## config.mk

```make
export PLATFORM = sky130hd
export DESIGN_NAME = ipi_unit
export DESIGN_NICKNAME = d
export VERILOG_FILES = /design/src/rtl/ipi_pkg.sv /design/src/rtl/ipi_cmd_decode.sv /design/src/rtl/ipi_pend_matrix.sv /design/src/rtl/ipi_readback.sv /design/src/rtl/ipi_unit.sv
export SDC_FILE = /design/constraint.sdc
export NUM_CORES = 1
export LEC_CHECK = 0
export BUFFER_PORTS_ARGS = -buffer_cell sky130_fd_sc_hd__clkbuf_2
export CORE_ASPECT_RATIO = 1.25
export CORE_UTILIZATION = 45
export CTS_BUF_LIST = sky130_fd_sc_hd__clkbuf_2
export DETAILED_ROUTE_END_ITERATION = 16
export GPL_TIMING_DRIVEN = 0
export PLACE_DENSITY = 0.78
export RECOVER_POWER = 50
export SYNTH_ARGS = -nofsm -noshare
export SYNTH_HDL_FRONTEND = slang
export SYNTH_SLANG_ARGS = --single-unit
```

## constraint.sdc

```tcl
create_clock -name clk -period 2.2 [get_ports clk]
set_input_delay 0.44 -clock clk [delete_from_list [all_inputs] [get_ports clk]]
set_output_delay 0.44 -clock clk [all_outputs]
set_load 0.005 [all_outputs]
```

## src/rtl/ipi_pkg.sv

```systemverilog
package ipi_pkg;

  typedef enum logic [7:0] {
    IPI_NOP    = 8'h00,
    IPI_RAISE  = 8'h01,
    IPI_STATUS = 8'h02,
    IPI_SOURCE = 8'h03,
    IPI_ACK    = 8'h04
  } ipi_op_e;

  // Flat position of the pending bit for (target, sender)
  function automatic int pair_index(input int tgt, input int src, input int n);
    return tgt * n + src;
  endfunction

endpackage

```

## src/rtl/ipi_cmd_decode.sv

```systemverilog
module ipi_cmd_decode #(
  parameter int NUM_CORES = 4,
  parameter int ID_W      = 4,
  parameter int PARAM_W   = 16
) (
  input  logic                           valid,
  input  logic [7:0]                     op,
  input  logic [ID_W-1:0]                core,
  input  logic [PARAM_W-1:0]             param,
  output logic [NUM_CORES*NUM_CORES-1:0] set_vec,
  output logic [NUM_CORES*NUM_CORES-1:0] clr_vec,
  output logic                           status_hit,
  output logic                           source_hit,
  output logic [NUM_CORES-1:0]           issuer_oh,
  output logic [NUM_CORES-1:0]           param_oh
);
  import ipi_pkg::*;

  function automatic logic [NUM_CORES-1:0] core_oh(input logic [ID_W-1:0] idx);
    logic [NUM_CORES-1:0] r;
    for (int i = 0; i < NUM_CORES; i++) r[i] = (32'(idx) == i);
    return r;
  endfunction

  function automatic logic [NUM_CORES-1:0] param_to_oh(input logic [PARAM_W-1:0] idx);
    logic [NUM_CORES-1:0] r;
    for (int i = 0; i < NUM_CORES; i++) r[i] = (32'(idx) == i);
    return r;
  endfunction

  logic go, is_raise, is_ack;

  assign issuer_oh  = core_oh(core);
  assign param_oh   = param_to_oh(param);
  assign go         = valid & (|issuer_oh);
  assign is_raise   = go & (op == IPI_RAISE);
  assign is_ack     = go & (op == IPI_ACK);
  assign status_hit = go & (op == IPI_STATUS);
  assign source_hit = go & (op == IPI_SOURCE);

  for (genvar t = 0; t < NUM_CORES; t++) begin : g_tgt
    for (genvar s = 0; s < NUM_CORES; s++) begin : g_src
      localparam int IDX = pair_index(t, s, NUM_CORES);
      if (t != s) begin : g_cross
        assign set_vec[IDX] = is_raise & param_oh[t] & issuer_oh[s];
      end else begin : g_self
        assign set_vec[IDX] = 1'b0;
      end
      assign clr_vec[IDX] = is_ack & issuer_oh[t] & param_oh[s];
    end
  end

endmodule

```

## src/rtl/ipi_pend_matrix.sv

```systemverilog
module ipi_pend_matrix #(
  parameter int NUM_CORES = 4
) (
  input  logic                           clk,
  input  logic                           rst_n,
  input  logic [NUM_CORES*NUM_CORES-1:0] set_all,
  input  logic [NUM_CORES*NUM_CORES-1:0] clr_all,
  output logic [NUM_CORES*NUM_CORES-1:0] pend_q,
  output logic [NUM_CORES-1:0]           irq_o
);
  localparam int CELLS = NUM_CORES * NUM_CORES;

  // a set in the same cycle overrides a clear of the same cell
  always_ff @(posedge clk or negedge rst_n) begin
    if (!rst_n) pend_q <= '0;
    else        pend_q <= (pend_q & ~clr_all) | set_all;
  end

  for (genvar t = 0; t < NUM_CORES; t++) begin : g_irq
    assign irq_o[t] = |pend_q[t*NUM_CORES +: NUM_CORES];
  end

  logic unused_cells;
  assign unused_cells = (CELLS == 0);

endmodule

```

## src/rtl/ipi_readback.sv

```systemverilog
module ipi_readback #(
  parameter int NUM_CORES = 4,
  parameter int DATA_W    = 32
) (
  input  logic                           clk,
  input  logic                           rst_n,
  input  logic [NUM_CORES*NUM_CORES-1:0] pend_q,
  input  logic                           status_hit,
  input  logic                           source_hit,
  input  logic [NUM_CORES-1:0]           issuer_oh,
  input  logic [NUM_CORES-1:0]           param_oh,
  output logic [DATA_W-1:0]              rb_q
);
  logic                 row_any;
  logic [NUM_CORES-1:0] own_row;

  always_comb begin
    row_any = 1'b0;
    own_row = '0;
    for (int t = 0; t < NUM_CORES; t++) begin
      row_any = row_any | (param_oh[t] & (|pend_q[t*NUM_CORES +: NUM_CORES]));
      if (issuer_oh[t]) own_row = pend_q[t*NUM_CORES +: NUM_CORES];
    end
  end

  always_ff @(posedge clk or negedge rst_n) begin
    if (!rst_n)          rb_q <= '0;
    else if (status_hit) rb_q <= DATA_W'(row_any);
    else if (source_hit) rb_q <= DATA_W'(own_row);
  end

endmodule

```

## src/rtl/ipi_unit.sv

```systemverilog
module ipi_unit #(
  parameter int NUM_CORES = 4,
  parameter int NUM_PORTS = 2,
  parameter int ID_W      = 4,
  parameter int PARAM_W   = 16,
  parameter int DATA_W    = 32
) (
  input  logic                           clk,
  input  logic                           rst_n,
  input  logic [NUM_PORTS-1:0]           cmd_valid,
  input  logic [NUM_PORTS*8-1:0]         cmd_op,
  input  logic [NUM_PORTS*ID_W-1:0]      cmd_core,
  input  logic [NUM_PORTS*PARAM_W-1:0]   cmd_param,
  output logic [NUM_PORTS*DATA_W-1:0]    rdback,
  output logic [NUM_CORES-1:0]           irq_o
);
  localparam int CELLS = NUM_CORES * NUM_CORES;

  logic [CELLS-1:0]     set_p [NUM_PORTS];
  logic [CELLS-1:0]     clr_p [NUM_PORTS];
  logic [CELLS-1:0]     set_all, clr_all, pend_q;
  logic [NUM_PORTS-1:0] status_hit, source_hit, rd_evt;
  logic [NUM_CORES-1:0] raise_evt, ack_evt;

  for (genvar p = 0; p < NUM_PORTS; p++) begin : g_port
    logic [NUM_CORES-1:0] issuer_oh, param_oh;

    ipi_cmd_decode #(.NUM_CORES(NUM_CORES), .ID_W(ID_W), .PARAM_W(PARAM_W)) u_dec (
      .valid      (cmd_valid[p]),
      .op         (cmd_op[p*8 +: 8]),
      .core       (cmd_core[p*ID_W +: ID_W]),
      .param      (cmd_param[p*PARAM_W +: PARAM_W]),
      .set_vec    (set_p[p]),
      .clr_vec    (clr_p[p]),
      .status_hit (status_hit[p]),
      .source_hit (source_hit[p]),
      .issuer_oh  (issuer_oh),
      .param_oh   (param_oh)
    );

    ipi_readback #(.NUM_CORES(NUM_CORES), .DATA_W(DATA_W)) u_rb (
      .clk        (clk),
      .rst_n      (rst_n),
      .pend_q     (pend_q),
      .status_hit (status_hit[p]),
      .source_hit (source_hit[p]),
      .issuer_oh  (issuer_oh),
      .param_oh   (param_oh),
      .rb_q       (rdback[p*DATA_W +: DATA_W])
    );

    assign rd_evt[p] = status_hit[p] | source_hit[p];
  end

  always_comb begin
    set_all = '0;
    clr_all = '0;
    for (int p = 0; p < NUM_PORTS; p++) begin
      set_all = set_all | set_p[p];
      clr_all = clr_all | clr_p[p];
    end
  end

  // named events per core for the checker
  for (genvar t = 0; t < NUM_CORES; t++) begin : g_evt
    assign raise_evt[t] = |set_all[t*NUM_CORES +: NUM_CORES];
    assign ack_evt[t]   = |clr_all[t*NUM_CORES +: NUM_CORES];
  end

  ipi_pend_matrix #(.NUM_CORES(NUM_CORES)) u_pend (
    .clk     (clk),
    .rst_n   (rst_n),
    .set_all (set_all),
    .clr_all (clr_all),
    .pend_q  (pend_q),
    .irq_o   (irq_o)
  );

endmodule

```

# ---- Word-level counts from Yosys, hierarchy flattened
# Cells that the tools add are included.
dict set report word_totals {
  word_cells 148
  out_inout_bits 68
  reg_bits 80
  in_bits 60
}
dict set report classes {
  n_bitwise 101
  eq_ne 20
  n_reduce_logical 12
  muxes 12
}
# op n
set ops {}
lappend ops {{$mux 32} 4}
lappend ops {{$and 1x1->1} 90}
lappend ops {{$eq 16x2->1 const B} 4}
lappend ops {{$eq 16x1->1 const B} 2}
lappend ops {{$eq 8x2->1 const B} 4}
lappend ops {{$logic_not 16->1} 2}
lappend ops {{$mux 4} 8}
lappend ops {{$reduce_or 4->1} 6}
lappend ops {{$and 16x16->16} 1}
lappend ops {{$eq 4x2->1 const B} 4}
lappend ops {{$eq 8x1->1 const B} 2}
lappend ops {{$eq 8x3->1 const B} 2}
lappend ops {{$not 16->16} 1}
lappend ops {{$or 16x15->16} 1}
lappend ops {{$or 16x16->16} 1}
lappend ops {{$or 15x15->15} 1}
lappend ops {{$eq 4x1->1 const B} 2}
lappend ops {{$logic_not 4->1} 2}
lappend ops {{$or 1x1->1} 6}
lappend ops {{$reduce_bool 2->1} 2}

# ---- Longest topological paths before layout
# Gate-level depths: netlist of the first run.
dict set report depth {
  depth_word 10
  depth_mapped 6
  mapped_depth_nobuf 5
}

# ---- Cells and area by module
# A second synthesis of the first run with hierarchy kept.
dict set report hier_totals {
  cells_unflattened 354
  hier_area_um2 2772.7
}
# mod area_each_um2 instances seq_area_each_um2 cells_per_inst
set modules_own_cells {}
lappend modules_own_cells {ipi_readback 538.0 2 100.1 68}
lappend modules_own_cells {ipi_cmd_decode 440.4 2 0.0 67}
lappend modules_own_cells {ipi_pend_matrix 615.6 1 400.4 52}
lappend modules_own_cells {ipi_unit 200.2 1 0.0 32}

# ---- Worst setup path before layout of the first run
# OpenSTA, ideal clock, no wires.
dict set report synth_path {
  kind {input-to-reg}
  start {input port cmd_param[21]}
  end {register u_pend.pend_q[2]}
  path_stages 5
  setup_time_ns 0.092
  t_required_ns 2.108
  path_slack_ns -0.251
  n_path_buf 0
  t_arrival_ns 2.359
  cell_sequence {or4_1 and4bb_1 or3b_4 or4_4 o221ai_1}
}
dict set report synth_between {
  elab_chain_len 6
  elab_cells_between_ends 10
  cone_classes {eq/ne: 1; bitwise: 8; reduce/logical: 1}
}
# element line_no
set synth_lines {}
lappend synth_lines {{from (decl)} ipi_unit.sv:13} ;# input logic [NUM_PORTS*PARAM_W-1:0] cmd_param,
lappend synth_lines {{$eq 16x2->1} ipi_cmd_decode.sv:27} ;# for (int i = 0; i < NUM_CORES; i++) r[i] = (32'(idx) == i);
lappend synth_lines {{$and 1x1->1} ipi_cmd_decode.sv:49} ;# assign clr_vec[IDX] = is_ack & issuer_oh[t] & param_oh[s];
lappend synth_lines {{$or 16x16->16} ipi_unit.sv:60} ;# clr_all = clr_all | clr_p[p];
lappend synth_lines {{$not 16->16} ipi_pend_matrix.sv:16} ;# else pend_q <= (pend_q & ~clr_all) | set_all;
lappend synth_lines {{$and 16x16->16} ipi_pend_matrix.sv:16}
lappend synth_lines {{$or 16x15->16 *} ipi_pend_matrix.sv:16}
lappend synth_lines {{to (signal assigned)} ipi_pend_matrix.sv:16}
lappend synth_lines {{to (decl)} ipi_pend_matrix.sv:8} ;# output logic [NUM_CORES*NUM_CORES-1:0] pend_q,
# Mark *: on every way between the ends. The rest lies on a longest branch, timed or not.
# A chain may end at the register's enable or synchronous reset.

# ---- Worst setup path after layout of the first run
dict set report layout_path {
  start {input port cmd_param[26]}
  end {register u_pend.pend_q[1]}
}
dict set report layout_between {
  elab_chain_len 6
  elab_cells_between_ends 10
  cone_classes {eq/ne: 1; bitwise: 8; reduce/logical: 1}
}
# element line_no
set layout_lines {}
lappend layout_lines {{$eq 16x1->1} ipi_cmd_decode.sv:27}
lappend layout_lines {{$and 1x1->1} ipi_cmd_decode.sv:49}
lappend layout_lines {{$or 16x16->16} ipi_unit.sv:60}
lappend layout_lines {{$not 16->16} ipi_pend_matrix.sv:16}
lappend layout_lines {{$and 16x16->16} ipi_pend_matrix.sv:16}
lappend layout_lines {{$or 16x15->16 *} ipi_pend_matrix.sv:16}
# Marked as above.

==> out/qor.yml, run 1 <==
drt:
  dr_total_vias: 2417
  drt_iter0_markers: 151
  remaining_drc_errors: 0
  viasPerCell: 5.47
  firstDrtPassIters: 5
  wl_um: 6670
  avgRoutedWirePerCell_um: 15.1
  drtAntennaViolNets: 0
clock_network:
  clock_latency_ns: 0.36
  cts_sinks: 24
  cts_buffers: 3
  cts_root_buf: "clkbuf_2"
  cts.path.max_buffers: 2
  cts-htree-levels: 1
  cts_tree: "built"
  path_clk_slew_ns: 0.25
placed_design:
  dpl_cell_area_sq_mm: 0.00281
  port_buffers: 68
  pre_cts_ws_ns: -0.451
  dpl.hpwl_um: 5470
  gp_congestion: 1.01
sta:
  rsz0062_at_grt: "false"
  tightest_slew_ns: 1.38
  setup_viol: 0
  slew_violations: 0
  setup_ws_ns: 0.0514
  clock-skew-final_ns: 0.00309
  fmax_mhz: 465
  post-route-min-period_ns: 2.15
  slew_headroom: 0.0815
  finalCritPeriodShare: 0.977
  hold_violations: 0
pwr:
  power_density_mw_per_mm2: 303
  peakVddDrop_mv: 0.189
  power.leakage_nw: 1.39
yosys:
  yosys_warnings: 0
  syn_area_sq_mm: 0.00219
  ys_top_cells_by_count: "buf_4, o221ai_1, dfrtp_1, nand2_1, nor2_1"
  ys_seq_elements: 24
  postSynth.asyncResetShare: 1.00
  synth.avg_cell_area_sq_um: 8.64
  synth_cell_type_count: 36
  ys.flop_type: "dfrtp_1"
  synth_area_leaders: "dfrtp_1, buf_4, o221ai_1"
  netlist.area_leader.share: 0.275
  yosysSeqAreaShare: 0.275
  yosysTopAreaCell: "dfrtp_1"
  netlist_instances: 253
  yosysMostFrequentCell: "buf_4"
  synth-edff-count: 0
global_route:
  grt_max_degree: 25
  grt.overflow.total: 0
  grt_pass1_wl_um: 10300
  grt.total_usage: 0.263
  antenna_found_initial: 0
  grt_pass1_vias: 2150
critical_path:
  cpMaxStageDelayCell: "or4_1"
  crit_type: "in2reg"
  cp_max_fo: 3
  crit_arrival_ns: 2.45
  worstPathRequired_ns: 2.50
  cpPeakStageDelay_ns: 0.52
  end_kind: "register"
  crit_chain: "clkbuf_2, or4_1, and4bb_2, or3b_4, or4_4, o221ai_1"
  critPathLaunchType: "input pin"
die:
  start_util: 0.466
  chipHeight_um: 79.9
  die_area_sq_mm: 0.00514
  num_io_pins: 128
  fp.dieW_um: 64.4
  fp-row-count: 28
  coreArea_sq_mm: 0.00469
finish:
  num-fill-cells: 441
  final_cell_area_sq_mm: 0.00285
  area_delta_synth_final_pct: 30.1
  nets: 443
  antenna_cells: 0
  layout-drive-gt1-share: 0.385
worst_hold_path:
  hold_path_class: "in2async"
status:
  status: "complete, no violations"
run:
  maxCapViolCount: 0
registers in the layout, indices dropped and copies added (netlist names):
register          flops
u_pend.pend_q        16
g_port.u_rb.rb_q      8
worst max-delay path: cells and delay by family:
kind	cells	cell delay (ns)
buf+inv	1	0.07
compound gates	1	0.18
simple gates	4	1.75
path summary, 6_finish.rpt:
check	cells after the start	startpoint	end	slack (ns)
max in group asynchronous	1	rst_n	u_pend.pend_q[5]	1.08
setup / recovery	6	cmd_param[26]	u_pend.pend_q[1]	0.05
hold reg to reg	2	g_port[0].u_rb.rb_q[3]	g_port[0].u_rb.rb_q[3]	0.52
hold / removal	1	rst_n	u_pend.pend_q[14]	0.33
min in group clk	3	cmd_op[1]	g_port[0].u_rb.rb_q[0]	0.37
setup reg to reg	5	u_pend.pend_q[6]	g_port[1].u_rb.rb_q[0]	0.34
kinds of logic after synthesis:
| kind of cell | after synthesis | synth area share |
|---|---|---|
| AOI/OAI and AO/OA | 47 | 0.172 |
| buffers and inverters | 62 | 0.203 |
| DFF | 24 | 0.275 |
| muxes | 9 | 0.0664 |
| other | 1 | 0.00171 |
| and+or+nand+nor | 110 | 0.283 |
cell usage in the layout (no fill, tap or decap), drive strengths merged:
master  Yosys  routed
mux2i       1       1
o221a       4       4
or3b        2       2
buf        56      58
or3         5       5
a31oi       3       3
or2         4       4
o22ai       1       1
clkbuf      5      76
nand4       2       2
nor2       19      19
or4b        2       2
nand3b      7       7
a22oi       1       1
conb        1      56
mux4        4       4
nor4        8       8
o21ai       6       6
and4        1       1
mux2        4       4
or4        10      10
o311ai      1       1
nand2b      7       7
nand4b      2       2
a21oi       3       3
nand3       9       9
clkinv      0       1
o221ai     27      27
a311oi      1       1
inv         1       1
nand2      24      24
nor3        6       6
dfrtp      24      24
and4bb      1       1
nor4b       1       1
layer usage:
| layer | part of all wire | track usage | vias up | wire length, um |
|---|---|---|---|---|
| met5 | 0 | 0 | - | 0 |
| met4 | 0.060 | 0.167 | 0 | 402 |
| met3 | 0.10 | 0.0343 | 42 | 689 |
| met2 | 0.48 | 0.469 | 200 | 3220 |
| met1 | 0.35 | 0.291 | 1050 | 2360 |
| li1 | - | - | 1125 | - |
through the flow:
| step | hold WS, ns | setup TNS (ns) | total power, mW | utilization | std cells |
|---|---|---|---|---|---|
| 6_report | 0.330 | 0 | 0.861 | 0.606 | 442 |
| 5_1_grt | 0.360 | 0 | 0.902 | 0.606 | 442 |
| 4_1_cts | 0.0557 | 0 | 0.856 | 0.607 | 442 |
| 3_5_place_dp | 0.472 | -3.54 | 0.676 | 0.598 | 436 |
| 3_3_place_gp | 0.465 | -3.43 | 0.674 | 0.598 | 436 |
| 2_1_floorplan | 0.144 | -0.749 | 0.596 | - | 308 |
where the power goes:
part,internal (mW),switching (mW)
registers,0.444,0.000922
logic,0.122,0.108
clock network,0.0395,0.148
total,0.605,0.257
cell type report:
class	count	area, sq um	area share
buffer	61	439	0.154
clock inverter	1	3.75	0.00132
multi-input combinational	222	1360	0.477
timing repair buffer	70	352	0.124
inverter	1	3.75	0.00132
tap	60	75.1	0.0264
sequential	24	601	0.211
clock buffer	3	15.0	0.00528
repair_timing:
action / 4_1_cts / 5_1_grt
hold buffers: 0 / 0
hold endpoints to repair: 0 / 0
resized for setup: 2 / 0
setup endpoints to repair: 4 / 0
setup buffers: 2 / 0
No activity file was read; power rests on OpenSTA's default activity.
==> run 2: changes to the inputs <==
CTS_CLUSTER_SIZE = 14   (was not set)
PLACE_DENSITY = 0.94   (was 0.78)
==> out/qor.yml, run 2 (synthesized netlist as in run 1, its figures left out) <==
drt:
  viasPerCell: 5.40  # was 5.47
  firstDrtPassIters: 4  # was 5
  wl_um: 6670  # about the same
  drtAntennaViolNets: 0  # unchanged
  remaining_drc_errors: 0  # unchanged
  drt_iter0_markers: 181  # was 151
  avgRoutedWirePerCell_um: 15.1  # about the same
  dr_total_vias: 2388  # was 2417
finish:
  final_common_cell: "clkbuf_2"  # unchanged
  largest-register: "u_pend.pend_q"  # unchanged
  layout_common_cells: "clkbuf_2, buf_4, conb_1"  # unchanged
  largest_reg_flops: 16  # unchanged
  final_util: 0.613  # was 0.606
  area_delta_synth_final_pct: 31.5  # was 30.1%
  nets: 443  # unchanged
  layout-drive-gt1-share: 0.398  # was 0.385
  antenna_cells: 0  # unchanged
  largestRegisters: "u_pend.pend_q x16, g_port.u_rb.rb_q x8"  # unchanged
clock_network:
  cts_buffers: 3  # unchanged
  cts-htree-levels: 1  # unchanged
  cts_root_buf: "clkbuf_2"  # unchanged
  cts_sinks: 24  # unchanged
  holdBufCountCts: 0  # unchanged
  cts.path.max_buffers: 2  # unchanged
  path_clk_slew_ns: 0.24  # was 0.25 ns
  clock_latency_ns: 0.34  # was 0.36 ns
  cts_tree: "built"  # unchanged
critical_path:
  reg2reg_depth: 5  # unchanged
  reg2reg_from: "u_pend.pend_q[4]"  # was u_pend.pend_q[6]
  end_kind: "register"  # unchanged
  crit_start: "cmd_param[26]"  # unchanged
  crit_type: "in2reg"  # unchanged
  worstPathRequired_ns: 2.47  # was 2.50 ns
  cp_max_fo: 3  # unchanged
  crit_arrival_ns: 2.47  # was 2.45 ns
  critPathLaunchType: "input pin"  # unchanged
status:
  status: "complete, no violations"  # unchanged
die:
  start_util: 0.466  # unchanged
  fp.dieW_um: 64.4  # unchanged
  fp-row-count: 28  # unchanged
  num_io_pins: 128  # unchanged
  coreArea_sq_mm: 0.00469  # unchanged
  die_area_sq_mm: 0.00514  # unchanged
  chipHeight_um: 79.9  # unchanged
worst_hold_path:
  hold_path_class: "in2async"  # unchanged
global_route:
  grt.total_usage: 0.258  # was 0.263
  grt_pass1_wl_um: 10200  # was 10300 um
  antenna_found_initial: 0  # unchanged
  grt_max_degree: 25  # unchanged
  grt_pass1_vias: 2225  # was 2150
  grt.overflow.total: 0  # unchanged
sta:
  whs_ns: 0.334  # was 0.330 ns
  setup_ws_ns: 0.00488  # was 0.0514 ns
  post-route-min-period_ns: 2.20  # was 2.15 ns
  slew_violations: 0  # unchanged
  fmax_mhz: 456  # was 465 MHz
  clock-skew-final_ns: 0.0103  # was 0.00309 ns
  rsz0062_at_grt: "true"  # was false
  tightest_slew_ns: 1.35  # was 1.38 ns
  slew_headroom: 0.102  # was 0.0815
  finalCritPeriodShare: 0.998  # was 0.977
  tns_ns: 0  # unchanged
  setup_viol: 0  # unchanged
  hold_violations: 0  # unchanged
pwr:
  power.leakage_nw: 1.40  # was 1.39 nW
  power_density_mw_per_mm2: 298  # was 303 mW/mm^2
  power_mw: 0.857  # was 0.861 mW
  peakVddDrop_mv: 0.176  # was 0.189 mV
run:
  maxCapViolCount: 0  # unchanged
placed_design:
  port_buffers: 68  # unchanged
  gp_congestion: 0.969  # was 1.01
  pre_cts_ws_ns: -0.513  # was -0.451 ns
  dpl.hpwl_um: 5400  # was 5470 um
run 2: worst max-delay path, stage by stage:
cell and delay (ns):
clkbuf_2 0.09, or4_4 0.53, and4bb_2 0.31, or3b_4 0.38, or4_4 0.54, o221ai_2 0.18
run 2: path summary, 6_finish.rpt:
kind	end	slack (ns)
max	u_pend.pend_q[2]	0.005
min	g_port[0].u_rb.rb_q[3]	0.33
max reg2reg	g_port[1].u_rb.rb_q[0]	0.41
min reg2reg	g_port[0].u_rb.rb_q[1]	0.52
max in group asynchronous	g_port[1].u_rb.rb_q[3]	1.08
min in group clk	g_port[0].u_rb.rb_q[1]	0.38
run 2: area by class of cell:
| type | instances | area [sq um] |
|---|---|---|
| Timing Repair Buffer | 70 | 350 |
| Fill cell | 435 | 1820 |
| Clock buffer | 3 | 15.0 |
| Sequential cell | 24 | 601 |
| Tap cell | 60 | 75.1 |
| Buffer | 61 | 439 |
| Multi-Input combinational cell | 222 | 1390 |
| Clock inverter | 1 | 3.75 |
| Inverter | 1 | 3.75 |
run 2: report_power, final:
part           leakage, nW  switching, mW  internal, mW  total [mW]
logic                 1.05          0.110         0.123       0.233
clock network       0.0140          0.140        0.0395       0.179
registers            0.335       0.000877         0.444       0.445
run 2: timing repair:
| item | 4_1_cts | 5_1_grt |
|---|---|---|
| pin swaps | 3 | 3 |
| setup endpoints to repair | 3 | 4 |
| buffers inserted | 2 | 0 |
| gates resized for setup | 4 | 4 |
run 2: through the flow:
stage,area (sq um),instances
2_1_floorplan,2390,308
3_3_place_gp,2810,436
3_5_place_dp,2810,436
4_1_cts,2860,442
5_1_grt,2880,442
6_report,2880,442
run 2: per-layer routing:
metal,up-vias,global-route usage,part of all wire
li1,1128,-,-
met5,-,0,0
met1,1062,0.288,0.36
met4,0,0.113,0.031
met2,176,0.473,0.49
met3,22,0.0443,0.11
==> run 3: changes to the inputs <==
PLACE_DENSITY = 0.89   (was 0.94)
SYNTH_HIERARCHICAL = 1   (was not set)
==> out/qor.yml, run 3 <==
clock_network:
  cts.repair.resized: 0  # was 4
  cts_root_buf: "clkbuf_2"  # unchanged
  path_clk_slew_ns: 0.25  # was 0.24 ns
  cts-htree-levels: 1  # unchanged
  postCtsSetupBuffers: 0  # was 2
  cts.path.max_buffers: 2  # unchanged
  holdBufCountCts: 0  # unchanged
  cts_buffers: 3  # unchanged
  cts_sinks: 24  # unchanged
  cts_tree: "built"  # unchanged
  clock_latency_ns: 0.34  # about the same
die:
  die_area_sq_mm: 0.00648  # was 0.00514 sq mm
  fp.dieW_um: 72.2  # was 64.4 um
  coreArea_sq_mm: 0.00586  # was 0.00469 sq mm
  num_io_pins: 128  # unchanged
  start_util: 0.473  # was 0.466
  fp-row-count: 31  # was 28
  chipHeight_um: 89.8  # was 79.9 um
sta:
  clock-skew-final_ns: 0.00118  # was 0.0103 ns
  slew_headroom: 0.0807  # was 0.102
  post-route-min-period_ns: 2.02  # was 2.20 ns
  fmax_mhz: 495  # was 456 MHz
  setup_viol: 0  # unchanged
  tns_ns: 0  # unchanged
  hold_violations: 0  # unchanged
  slew_violations: 0  # unchanged
  finalCritPeriodShare: 0.918  # was 0.998
  rsz0062_at_grt: "false"  # was true
  tightest_slew_ns: 1.38  # was 1.35 ns
finish:
  layout_common_cells: "clkbuf_2, nor2_1, buf_4, conb_1, or2_1"  # was clkbuf_2, buf_4, conb_1
  antenna_cells: 0  # unchanged
  area_delta_synth_final_pct: 25.3  # was 31.5%
  num-fill-cells: 562  # was 435
  nets: 550  # was 443
  layout-drive-gt1-share: 0.342  # was 0.398
  final_common_cell: "clkbuf_2"  # unchanged
  largest_reg_flops: 16  # unchanged
  largestRegisters: "u_pend/pend_q x16, g_port.u_rb/rb_q x8"  # was u_pend.pend_q x16, g_port.u_rb.rb_q x8
  largest-register: "u_pend/pend_q"  # was u_pend.pend_q
yosys:
  yosys_warnings: 6  # was 0
  synth_adder_area_share: 0  # unchanged
  muxShareOfSynthArea: 0  # was 0.0664
  synth_area_leaders: "dfrtp_1, buf_4, nor2_1"  # was dfrtp_1, buf_4, o221ai_1
  synthSimpleGateAreaFrac: 0.421  # was 0.283
  syn_area_sq_mm: 0.00277  # was 0.00219 sq mm
  synth-edff-count: 0  # unchanged
  synth_top_family_by_area: "simple AND/OR/NAND/NOR gates"  # unchanged
  netlist.area_leader.share: 0.217  # was 0.275
  synth_cell_type_count: 34  # was 36
  netlist_instances: 354  # was 253
  synth.avg_cell_area_sq_um: 7.83  # was 8.64 sq um
  ys.flop_type: "dfrtp_1"  # unchanged
  ys_top_cells_by_count: "buf_4, nor2_1, or2_1"  # was buf_4, o221ai_1, dfrtp_1, nand2_1, nor2_1
  postSynth.asyncResetShare: 1.00  # unchanged
  ys_seq_elements: 24  # unchanged
  synth_compound_area_frac: 0.142  # was 0.172
  yosysTopAreaCell: "dfrtp_1"  # unchanged
  yosysSeqAreaShare: 0.217  # was 0.275
  synth_xor_xnor_area_share: 0  # unchanged
pwr:
  power_mw: 0.893  # was 0.857 mW
  power_frac_seq: 0.502  # was 0.519
  power_density_mw_per_mm2: 257  # was 298 mW/mm^2
  power.leakage_nw: 1.80  # was 1.40 nW
  p_comb_frac: 0.291  # was 0.272
  peakVddDrop_mv: 0.147  # was 0.176 mV
  p_int_mw: 0.627  # was 0.606 mW
  p_sw_mw: 0.267  # was 0.251 mW
  p_clk_frac: 0.207  # was 0.209
  sw_frac_of_total: 0.299  # was 0.292
global_route:
  grt.total_usage: 0.219  # was 0.258
  grt_pass1_wl_um: 11600  # was 10200 um
  antenna_found_initial: 0  # unchanged
  grt_max_degree: 25  # unchanged
  grt.overflow.total: 0  # unchanged
  grt_pass1_vias: 2641  # was 2225
worst_hold_path:
  hold_path_class: "in2async"  # unchanged
critical_path:
  worstReg2RegEnd: "g_port[0].u_rb/rb_q[0]"  # was g_port[1].u_rb.rb_q[0]
  critPathLaunchType: "register"  # was input pin
  reg2reg_depth: 4  # was 5
  crit_type: "reg2out"  # was in2reg
  worstPathRequired_ns: 1.76  # was 2.47 ns
  cp_max_fo: 6  # was 3
  crit_arrival_ns: 1.58  # was 2.47 ns
  ff2ff_setup_slack_ns: 0.80  # was 0.41 ns
  end_kind: "output port"  # was register
  reg2reg_from: "u_pend/pend_q[2]"  # was u_pend.pend_q[4]
drt:
  remaining_drc_errors: 0  # unchanged
  dr_total_vias: 2846  # was 2388
  wl_um: 7030  # was 6670 um
  firstDrtPassIters: 4  # unchanged
  drt_iter0_markers: 123  # was 181
  avgRoutedWirePerCell_um: 12.3  # was 15.1 um
  drtAntennaViolNets: 0  # unchanged
  viasPerCell: 4.98  # was 5.40
status:
  status: "complete, no violations"  # unchanged
placed_design:
  gp_congestion: 0.916  # was 0.969
  port_buffers: 71  # was 68
  dpl.hpwl_um: 5680  # was 5400 um
run:
  maxCapViolCount: 0  # unchanged
-- run 3: worst max path at each step --
stage	endpoint	depth (start not counted)	startpoint	slack (ns)
floorplan	g_port[0].u_rb/rb_q[0]	6	cmd_op[3]	0.33
global placement	g_port[1].u_rb/rb_q[0]	6	cmd_core[7]	-0.05
detailed placement	g_port[1].u_rb/rb_q[0]	6	cmd_core[7]	-0.13
CTS	irq_o[0]	2	u_pend/pend_q[3]	0.19
global route	irq_o[0]	2	u_pend/pend_q[3]	0.08
finish	irq_o[0]	2	u_pend/pend_q[3]	0.18
-- run 3: critical path, stage by stage (launching register included) --
cell	delay, ns
dfrtp_1	0.54
or4_1	0.57
clkbuf_2	0.13
-- run 3: kinds of logic (layout without fill, tap and decap cells) --
family,Yosys count,after routing
and+or+nand+nor,184,184
DFF,24,24
other,4,64
buffers and inverters,94,169
AOI/OAI and AO/OA,48,48
-- run 3: final cells by class --
type	count	area (sq um)	share of cell area
buffer	68	498	0.143
clock buffer	3	15.0	0.00432
tap	82	103	0.0295
sequential	24	601	0.173
multi-input combinational	296	1800	0.519
inverter	26	97.6	0.0281
timing repair buffer	71	354	0.102
clock inverter	1	3.75	0.00108
-- run 3: metal layers --
layer / part of all wire / vias up / global-route usage
met3: 0.060 / 21 / 0.0179
met5: 0 / - / 0
met1: 0.38 / 1300 / 0.238
li1: - / 1402 / -
met2: 0.54 / 123 / 0.421
met4: 0.022 / 0 / 0.0833
-- run 3: power groups by stage --
stage	registers (mW)	logic [mW]	clock network, mW
floorplan	0.456	0.155	0
global route	0.449	0.290	0.207
CTS	0.448	0.256	0.190
finish	0.448	0.260	0.185
global placement	0.455	0.248	0
detailed placement	0.456	0.255	0
-- run 3: metrics by stage --
| stage | instance area [sq um] | setup WS [ns] | instances | hold slack (ns) | utilization |
|---|---|---|---|---|---|
| 6_report | 3470 | 0.180 | 571 | 0.347 | 0.593 |
| 5_1_grt | 3470 | 0.0770 | 571 | 0.436 | 0.593 |
| 4_1_cts | 3470 | 0.188 | 571 | 0.0738 | 0.593 |
| 3_5_place_dp | 3460 | -0.125 | 567 | 0.490 | 0.590 |
| 3_3_place_gp | 3460 | -0.0525 | 567 | 0.481 | 0.590 |
| 2_1_floorplan | 3000 | 0.327 | 414 | 0.144 | - |
